File: src/rtl/tdc_cal_pkg.sv
package tdc_cal_pkg;

  typedef enum logic [1:0] {
    PH_CLEAR   = 2'd0,
    PH_COLLECT = 2'd1,
    PH_BUILD   = 2'd2,
    PH_READY   = 2'd3
  } calPhase_t;

  // strobes from control to datapath
  typedef struct packed {
    logic clrWr;    // zero histogram entry at walk index
    logic hitEn;    // increment histogram entry at hit code
    logic buildWr;  // write table entry at walk index, advance running sum
    logic sumClr;   // hold running sum at zero
  } calStrobe_t;

endpackage

File: src/rtl/tdc_cal_ctrl.sv
module tdc_cal_ctrl
  import tdc_cal_pkg::*;
#(
  parameter int NUM_BINS = 64,
  parameter int HIT_LOG2 = 14,
  localparam int CODE_W = $clog2(NUM_BINS)
) (
  input  logic              clk,
  input  logic              rst,
  input  logic              startReq,
  input  logic              hitValid,
  input  logic              hitInRange,
  output logic [CODE_W-1:0] walkIdx,
  output calStrobe_t        strobe,
  output logic              busy,
  output logic              done,
  output logic              ready
);

  localparam logic [CODE_W-1:0] LAST_IDX = CODE_W'(NUM_BINS - 1);

  calPhase_t            phase;
  logic [HIT_LOG2-1:0]  hitCnt;
  logic                 doneQ;
  logic                 walkLast;
  logic                 hitAccept;

  assign walkLast  = (walkIdx == LAST_IDX);
  assign hitAccept = (phase == PH_COLLECT) && hitValid && hitInRange && !startReq;

  always_comb begin
    strobe = '0;
    unique case (phase)
      PH_CLEAR:   strobe.clrWr   = !startReq;
      PH_COLLECT: begin
        strobe.sumClr = 1'b1;
        strobe.hitEn  = hitAccept;
      end
      PH_BUILD:   strobe.buildWr = !startReq;
      default:    ;
    endcase
  end

  always_ff @(posedge clk) begin
    if (rst) begin
      phase   <= PH_CLEAR;
      walkIdx <= '0;
      hitCnt  <= '0;
      doneQ   <= 1'b0;
    end else begin
      doneQ <= 1'b0;
      if (startReq) begin
        phase   <= PH_CLEAR;
        walkIdx <= '0;
      end else begin
        unique case (phase)
          PH_CLEAR: begin
            if (walkLast) begin
              phase   <= PH_COLLECT;
              walkIdx <= '0;
              hitCnt  <= '0;
            end else begin
              walkIdx <= walkIdx + 1'b1;
            end
          end
          PH_COLLECT: begin
            if (hitAccept) begin
              if (&hitCnt) begin
                phase   <= PH_BUILD;
                walkIdx <= '0;
              end else begin
                hitCnt <= hitCnt + 1'b1;
              end
            end
          end
          PH_BUILD: begin
            if (walkLast) begin
              phase <= PH_READY;
              doneQ <= 1'b1;
            end else begin
              walkIdx <= walkIdx + 1'b1;
            end
          end
          default: ;
        endcase
      end
    end
  end

  assign busy  = (phase != PH_READY);
  assign ready = (phase == PH_READY);
  assign done  = doneQ;

endmodule

File: src/rtl/tdc_cal_dp.sv
module tdc_cal_dp
  import tdc_cal_pkg::*;
#(
  parameter int NUM_BINS  = 64,
  parameter int CNT_W     = 16,
  parameter int HIT_LOG2  = 14,
  parameter int PERIOD_PS = 5000,
  localparam int CODE_W = $clog2(NUM_BINS),
  localparam int TIME_W = $clog2(PERIOD_PS + 1)
) (
  input  logic              clk,
  input  logic              rst,
  input  calStrobe_t        strobe,
  input  logic [CODE_W-1:0] walkIdx,
  input  logic [CODE_W-1:0] hitCode,
  input  logic              lookupValid,
  input  logic [CODE_W-1:0] lookupAddr,
  input  logic              ready,
  output logic              hitInRange,
  output logic              lookOk,
  output logic [TIME_W-1:0] lookTime
);

  localparam int SUM_W  = CNT_W + CODE_W + 1;
  localparam int PROD_W = SUM_W + TIME_W + HIT_LOG2;
  localparam logic [CNT_W-1:0]  CNT_MAX = '1;
  localparam logic [PROD_W-1:0] PERIOD_W = PROD_W'(PERIOD_PS);

  logic [CNT_W-1:0]  hist [NUM_BINS];
  logic [TIME_W-1:0] tbl  [NUM_BINS];
  logic [SUM_W-1:0]  runSum;
  logic [CNT_W-1:0]  binCnt;
  logic [SUM_W-1:0]  midSum;
  logic [PROD_W-1:0] prod;
  logic [PROD_W-1:0] scaled;
  logic [TIME_W-1:0] centre;
  logic              addrInRange;

  assign hitInRange  = int'(hitCode) < NUM_BINS;
  assign addrInRange = int'(lookupAddr) < NUM_BINS;

  // one saturating counter per bin
  for (genvar b = 0; b < NUM_BINS; b++) begin : g_bin
    always_ff @(posedge clk) begin
      if (strobe.clrWr && walkIdx == CODE_W'(b)) begin
        hist[b] <= '0;
      end else if (strobe.hitEn && hitCode == CODE_W'(b) && hist[b] != CNT_MAX) begin
        hist[b] <= hist[b] + 1'b1;
      end
    end
  end

  // centre of the bin under the walk index
  assign binCnt = hist[walkIdx];
  assign midSum = runSum + SUM_W'(binCnt >> 1);
  assign prod   = PROD_W'(midSum) * PERIOD_W;
  assign scaled = prod >> HIT_LOG2;
  assign centre = scaled[TIME_W-1:0];

  always_ff @(posedge clk) begin
    if (rst || strobe.sumClr) begin
      runSum <= '0;
    end else if (strobe.buildWr) begin
      runSum <= runSum + SUM_W'(binCnt);
    end
  end

  always_ff @(posedge clk) begin
    if (strobe.buildWr) begin
      tbl[walkIdx] <= centre;
    end
  end

  always_ff @(posedge clk) begin
    if (rst) begin
      lookOk   <= 1'b0;
      lookTime <= '0;
    end else begin
      lookOk <= lookupValid && ready;
      if (lookupValid && ready) begin
        lookTime <= addrInRange ? tbl[lookupAddr] : '0;
      end
    end
  end

endmodule

File: src/rtl/tdc_code_density_cal.sv
module tdc_code_density_cal
  import tdc_cal_pkg::*;
#(
  parameter int NUM_BINS  = 64,
  parameter int CNT_W     = 16,
  parameter int HIT_LOG2  = 14,
  parameter int PERIOD_PS = 5000,
  localparam int CODE_W = $clog2(NUM_BINS),
  localparam int TIME_W = $clog2(PERIOD_PS + 1)
) (
  input  logic              clk,
  input  logic              rst,
  input  logic              calStart,
  input  logic              hitValid,
  input  logic [CODE_W-1:0] hitCode,
  input  logic              lookupValid,
  input  logic [CODE_W-1:0] lookupAddr,
  output logic              calBusy,
  output logic              calDone,
  output logic              lookOk,
  output logic [TIME_W-1:0] lookTime
);

  calStrobe_t        strobe;
  logic [CODE_W-1:0] walkIdx;
  logic              hitInRange;
  logic              ready;

  tdc_cal_ctrl #(
    .NUM_BINS(NUM_BINS),
    .HIT_LOG2(HIT_LOG2)
  ) ctrl_i (
    .clk       (clk),
    .rst       (rst),
    .startReq  (calStart),
    .hitValid  (hitValid),
    .hitInRange(hitInRange),
    .walkIdx   (walkIdx),
    .strobe    (strobe),
    .busy      (calBusy),
    .done      (calDone),
    .ready     (ready)
  );

  tdc_cal_dp #(
    .NUM_BINS (NUM_BINS),
    .CNT_W    (CNT_W),
    .HIT_LOG2 (HIT_LOG2),
    .PERIOD_PS(PERIOD_PS)
  ) dp_i (
    .clk        (clk),
    .rst        (rst),
    .strobe     (strobe),
    .walkIdx    (walkIdx),
    .hitCode    (hitCode),
    .lookupValid(lookupValid),
    .lookupAddr (lookupAddr),
    .ready      (ready),
    .hitInRange (hitInRange),
    .lookOk     (lookOk),
    .lookTime   (lookTime)
  );

endmodule

File: config.mk
export PLATFORM = sky130hd
export DESIGN_NAME = tdc_code_density_cal
export DESIGN_NICKNAME = d
export VERILOG_FILES = /design/src/rtl/tdc_cal_pkg.sv /design/src/rtl/tdc_cal_ctrl.sv /design/src/rtl/tdc_cal_dp.sv /design/src/rtl/tdc_code_density_cal.sv
export SDC_FILE = /design/constraint.sdc
export NUM_CORES = 2
export LEC_CHECK = 0
export ABC_AREA = 0
export BUFFER_PORTS_ARGS = -buffer_cell sky130_fd_sc_hd__buf_4
export CAP_MARGIN = 20
export CORE_ASPECT_RATIO = 0.8
export CORE_MARGIN = 2
export CORE_UTILIZATION = 60
export CTS_BUF_LIST = sky130_fd_sc_hd__clkbuf_4
export DETAILED_ROUTE_END_ITERATION = 16
export MAX_ROUTING_LAYER = met4
export PLACE_DENSITY = 0.74
export SYNTH_ARGS = -nofsm -noshare
export SYNTH_HDL_FRONTEND = slang
export SYNTH_SLANG_ARGS = --single-unit
export TNS_END_PERCENT = 50
File: constraint.sdc
create_clock -name clk -period 12.3 [get_ports clk]
set_input_delay 2.46 -clock clk [delete_from_list [all_inputs] [get_ports clk]]
set_output_delay 2.46 -clock clk [all_outputs]
set_load 0.05 [all_outputs]
Yosys cells after proc, flatten, opt, wreduce, memory -nomap -nowiden:

Memory sizes are Yosys's and may differ from the RTL's. A register that Yosys moved wholly into a read port is not among the register bits.
Cells that the tools add are included.
Widths: inputs -> output; s select.

* input bits: 17
* memories: 2
* memory bits (writable): 1856
* register bits after elaboration: 47

* mux-type cells: 596
* multiply operators: 1
* $add $sub $neg: 68
* equal/unequal tests: 200
* reductions and logical operators: 271
* bitwise operators: 66

Memories
* dp_i.hist: depth 64, width 16, rd ports 65, clocked after Yosys merged registers in 1, wr ports 1, line tdc_cal_dp.sv:29 `logic [CNT_W-1:0] hist [NUM_BINS];`
* dp_i.tbl: depth 64, width 13, rd ports 1, clocked after Yosys merged registers in 1, wr ports 1, line tdc_cal_dp.sv:30 `logic [TIME_W-1:0] tbl [NUM_BINS];`

Operators by type and width (count)
* $mux 16: 127
* $add 16x1->16 const B: 64
* $ne 16x16->1 const B: 64
* $reduce_or 16->1: 63
* $mux 6: 69
* $mux 1: 390
* $eq 6x6->1 const B: 64
* $logic_and 1x1->1: 195
* $eq 6x5->1 const B: 32
* $eq 6x4->1 const B: 16
* $or 1x1->1: 64
* $eq 6x3->1 const B: 8
* $mux 14: 3
* $pmux 14 s2: 1
* $eq 6x2->1 const B: 4
* $mul 23x10->24 const B: 1
* $add 23x15->23: 1
* $add 23x16->23: 1
* $pmux 6 s3: 1
* $add 14x1->14 const B: 1
* $reduce_and 14->1: 1
* $eq 6x1->1 const B: 2
* $logic_not 6->1: 2
* $reduce_and 5->1: 2
* other kinds (16): 26

Longest topological paths before layout:

* word-level depth: 74
* gate-level depth with buffers: 33
* gate-level depth less buffers: 31

Hierarchy:

A second synthesis with hierarchy kept.

* cells, all modules: 7419
* area total of the unflattened synthesis: 99030.0 um^2

By module, submodules not included
* tdc_cal_dp: area an instance 97581.1 um^2, times used 1, sequential area each 56474.2 um^2, cells each 7244
* tdc_cal_ctrl: area an instance 1448.9 um^2, times used 1, sequential area each 460.4 um^2, cells each 175

Worst setup path before layout:

OpenSTA, ideal clock, no wires.

* path kind: reg-to-reg
* from: reg with a tool-made name
* to: mem dp_i.tbl[0][11] (netlist bit) (data pin)
* data arrival time: 9864 ps
* clock period less this slack: 10431 ps
* setup slack: 1869 ps
* buffers on the path: 3
* required time: 11733 ps
* stages on the path, launching flop included: 32
* cell sequence: dfxtp_1 > clkbuf_1 > clkbuf_1 > buf_1 > mux4_2 > mux4_2 > mux4_2 > fa_1 > a211oi_1 > o21ai_0 > a21oi_1 > nor2b_1 > o21ai_0 > nand2b_1 > xor2_1 > ha_1 > xor2_1 > ha_1 > fa_1 > ha_1 > inv_1 > fa_1 > inv_1 > ha_1 > and4_1 > and3_1 > a32o_1 > a21oi_1 > a311oi_1 > o21a_1 > nor2_1 > xnor2_1

RTL lines (line)
* to (decl): tdc_cal_dp.sv:30

==> flow_metrics.env <==
export IMPL_regToRegSetupSlack_ns=1.26
export IMPL_cp_slowest_stage_delay_ns=0.95
export IMPL_ys_seq_elements=1922
export IMPL_grt_start_max_net_pins=102
export IMPL_cp_max_fo=64
export IMPL_critical_path_arrival_ns=11.97
export IMPL_drtIter0Drc=9830
export IMPL_cts_sinks=1922
export IMPL_drive_above_1_share_pct=20.40
export IMPL_report_power_total_mw=17.67
export IMPL_drc=0
export IMPL_first_pass_grt_wire_length_um=395300
export IMPL_clock_latency_ns=1.43
export IMPL_netlist_top_cell_by_area="sky130_fd_sc_hd__edfxtp_1"
export IMPL_status="completed"
export IMPL_power_leakage_nw=36.34
export IMPL_critical_path_reg2reg_endpoint="dp_i.tbl[62][12]$_DFFE_PP_"
export IMPL_cts_repair_timing_setup_buffer_count=0
export IMPL_worst_setup_hold_path_clk_slew_ns=0.07
export IMPL_min_path_type="reg -> reg"
export IMPL_chip_width_um=457.7
export IMPL_fin_worst_skew_ns=0.1488
export IMPL_initial_core_utilization_pct=60.27
export IMPL_post_route_period_util_pct=89.73
export IMPL_fin_hold_ws_ns=0.4676
export IMPL_globalplace_congestion=0.9856
export IMPL_synth_top_cell_area_share_pct=56.42
export IMPL_routed_len_inst_um=25.63
export IMPL_cts_tree="yes"
export IMPL_synthCells=7378
export IMPL_synthToLayoutAreaGrowth_pct=10.03
export IMPL_setup_tns_ns=0
export IMPL_layout_cells_most_common_list="1,856 x sky130_fd_sc_hd__edfxtp_1, 1,412 x sky130_fd_sc_hd__nor2_1, 700 x sky130_fd_sc_hd__clkbuf_4"
export IMPL_synth_cell_area_um2=98780
export IMPL_ys_dominant_reg_cell="sky130_fd_sc_hd__edfxtp_1"
export IMPL_syn_num_nets=7600
export IMPL_async_flop_share_pct=0
export IMPL_die_y_um=366.9
export IMPL_antenna_violations_before_repair=22
export IMPL_timing_max_slew_rel_slack_pct=20.28
export IMPL_overall_routing_resource_usage_pct=32.59
export IMPL_post_synth_num_cell_types=56
export IMPL_finalSetupViolations=0
export IMPL_num_vias=65720
export IMPL_cp_end_kind="flip-flop"
export IMPL_criticalPathCategory="reg -> reg"
export IMPL_drtAntennaViolNets=0
export IMPL_max_vdd_ir_drop_v=0.0006711
export IMPL_placeableCoreArea_um2=163900
export IMPL_mostFrequentLayoutCell="sky130_fd_sc_hd__edfxtp_1"
export IMPL_detail_route_vias_per_cell=6.341
export IMPL_detail_route_first_pass_iterations=7
export IMPL_synth_warning_count=0
export IMPL_min_delay_worst_endpoint="dp_i.lookTime[10]$_SDFFE_PP0P_"
export IMPL_tritoncts_num_buffers=475
export IMPL_cts_hold_buffers_added=0
export IMPL_dieArea_um2=167900
export IMPL_cts_htree_levels=5
export IMPL_io_buffers=32
export IMPL_critical_path_required_ns=13.23
export IMPL_critical_path_slowest_cell="sky130_fd_sc_hd__xnor3_2"
export IMPL_critPathLaunchType="flip-flop"
export IMPL_routed_wl_um=265700
export IMPL_timing_hold_violations_final=0
export IMPL_reg2regPathDepth=31
export IMPL_syn_mean_instance_area_um2=13.39
export IMPL_cts_resized=0
export IMPL_clock_tree_root_cell="sky130_fd_sc_hd__clkbuf_4"
export IMPL_floorplan_rows=133
export IMPL_cap_violations=0
export IMPL_holdPathStages=2
export IMPL_ys_top_cells_by_area="sky130_fd_sc_hd__edfxtp_1 56%, sky130_fd_sc_hd__mux4_2 14%, sky130_fd_sc_hd__nor2_1 5.6%"
export IMPL_hpwl_um=184700
export IMPL_final_max_slew_violation_count=0
export IMPL_worstHoldStart="dp_i.lookTime[10]$_SDFFE_PP0P_"
export IMPL_timing_critical_path_mode_cell="sky130_fd_sc_hd__ha_1"
export IMPL_period_minus_slack_ns=11.04
export IMPL_grt_overflow=0
export IMPL_worst_max_slew_pin_slew_ns=1.195
export IMPL_cts_root_to_sink_buffers=4
export IMPL_io_pin_count=33
export IMPL_grt_pass1_vias=62070
export IMPL_setup_repair_after_global_routing_missed_its_margin="false"
export IMPL_max_freq_mhz=90.61
export IMPL_synth_enable_flop_cells=1856
export IMPL_design_final_nets=8078
export IMPL_portion_of_the_post_synthesis_area_used_by_sequential_elements_pct=57.76
export IMPL_p_per_area_nw_per_um2=162.6
==> kinds of logic after synthesis <==
family                   share of synthesized area [%]
flip-flops                                       57.76
adder cells (fa/ha/maj)                          2.916
multiplexers                                     13.94
buffers and inverters                            1.995
AO/OA/AOI/OAI                                    2.008
XOR/XNOR                                         8.570
AND/OR/NAND/NOR                                  12.82
==> layer usage <==
metal	track usage, %	share of wire [%]	routed length (um)	vias up
li1	-	-	-	28560
met1	48.48	40	107500	32570
met2	43.84	43	113300	4097
met3	9.303	14	37930	492
met4	9.380	2.6	6906	0
met5	-	0	0	-
==> layout make-up <==
cell class	instances	area [um^2]
Sequential cell	1922	57070
Fill cell	11600	55220
Multi-Input combinational cell	4951	40020
Clock buffer	700	5255
Tap cell	2160	2703
Timing Repair Buffer	256	2150
Inverter	250	938.4
Clock inverter	108	516.7
Antenna cell	17	42.54
==> worst max path at each step <==
stage	from	to	slack [ns]
2_1_floorplan	flip-flop	dp_i.tbl[0][11]$_DFFE_PP_	1.87
3_3_place_gp	flip-flop	dp_i.tbl[56][12]$_DFFE_PP_	1.68
3_5_place_dp	flip-flop	dp_i.tbl[58][12]$_DFFE_PP_	1.49
4_1_cts	flip-flop	dp_i.tbl[62][12]$_DFFE_PP_	1.37
5_1_grt	flip-flop	dp_i.tbl[60][12]$_DFFE_PP_	0.72
6_report	flip-flop	dp_i.tbl[62][12]$_DFFE_PP_	1.26
==> cell usage after synthesis, types with 3 or more instances <==
| master | number |
|---|---|
| sky130_fd_sc_hd__edfxtp_1 | 1856 |
| sky130_fd_sc_hd__nor2_1 | 1462 |
| sky130_fd_sc_hd__mux4_2 | 609 |
| sky130_fd_sc_hd__xor2_1 | 520 |
| sky130_fd_sc_hd__nand3_1 | 481 |
| sky130_fd_sc_hd__xnor2_1 | 444 |
| sky130_fd_sc_hd__nand2_1 | 424 |
| sky130_fd_sc_hd__inv_1 | 249 |
| sky130_fd_sc_hd__and3_1 | 192 |
| sky130_fd_sc_hd__clkbuf_1 | 186 |
| sky130_fd_sc_hd__ha_1 | 163 |
| sky130_fd_sc_hd__nand4_1 | 111 |
| sky130_fd_sc_hd__o21ai_0 | 97 |
| sky130_fd_sc_hd__dfxtp_1 | 66 |
| sky130_fd_sc_hd__a21oi_1 | 63 |
| sky130_fd_sc_hd__o21bai_1 | 58 |
| sky130_fd_sc_hd__and4_1 | 45 |
| sky130_fd_sc_hd__buf_2 | 42 |
| sky130_fd_sc_hd__fa_1 | 42 |
| sky130_fd_sc_hd__nor3_1 | 31 |
| sky130_fd_sc_hd__and2_1 | 28 |
| sky130_fd_sc_hd__nor2b_1 | 26 |
| sky130_fd_sc_hd__buf_1 | 23 |
| sky130_fd_sc_hd__a311o_1 | 22 |
| sky130_fd_sc_hd__nand2b_1 | 22 |
| sky130_fd_sc_hd__a21o_1 | 17 |
| sky130_fd_sc_hd__o211ai_1 | 13 |
| sky130_fd_sc_hd__or3_1 | 13 |
| sky130_fd_sc_hd__o21a_1 | 10 |
| sky130_fd_sc_hd__or2_2 | 9 |
| sky130_fd_sc_hd__o311ai_0 | 7 |
| sky130_fd_sc_hd__mux2i_1 | 5 |
| sky130_fd_sc_hd__a211oi_1 | 4 |
| sky130_fd_sc_hd__nand3b_1 | 4 |
| sky130_fd_sc_hd__nor4_1 | 4 |
| sky130_fd_sc_hd__o31ai_1 | 4 |
| sky130_fd_sc_hd__a311oi_1 | 3 |
==> registers in the layout, summed over array words and instances, names as in the netlist, named ones only <==
name,cells
ctrl_i.done,1
ctrl_i.hitCnt,14
ctrl_i.phase,2
ctrl_i.walkIdx,6
dp_i.hist,1024
dp_i.lookOk,1
dp_i.lookTime,13
dp_i.runSum,23
dp_i.tbl,832
==> worst max-delay path: cells and delay by family, from the launching register on <==
family                     cells  cell delay [ns]
AOI/OAI and AO/OA              9             2.27
DFF                            1             0.81
muxes                          3             1.56
buffers and inverters          4             0.81
and+or+nand+nor                4             0.65
xor gates and xnor gates       4             1.63
adders and majority gates      7             2.71
==> metrics by stage <==
step                std cells  setup slack [ns]  instance area (um^2)  utilization (%)
finish                  10360             1.264                108700            66.31
global route            10360            0.7174                108700            66.31
CTS                     10300             1.368                108200            66.04
detailed placement       9493             1.488                102500            62.52
global placement         9468             1.681                102200            62.35
floorplan                7378             1.869                 98780                -
==> power by group <==
part / total [mW] / internal (mW) / switching (mW)
clock network: 5.26 / 2.64 / 2.62
registers: 9.15 / 9.14 / 0.0152
logic: 3.26 / 0.693 / 2.56
No activity file was read; power rests on OpenSTA's default activity.
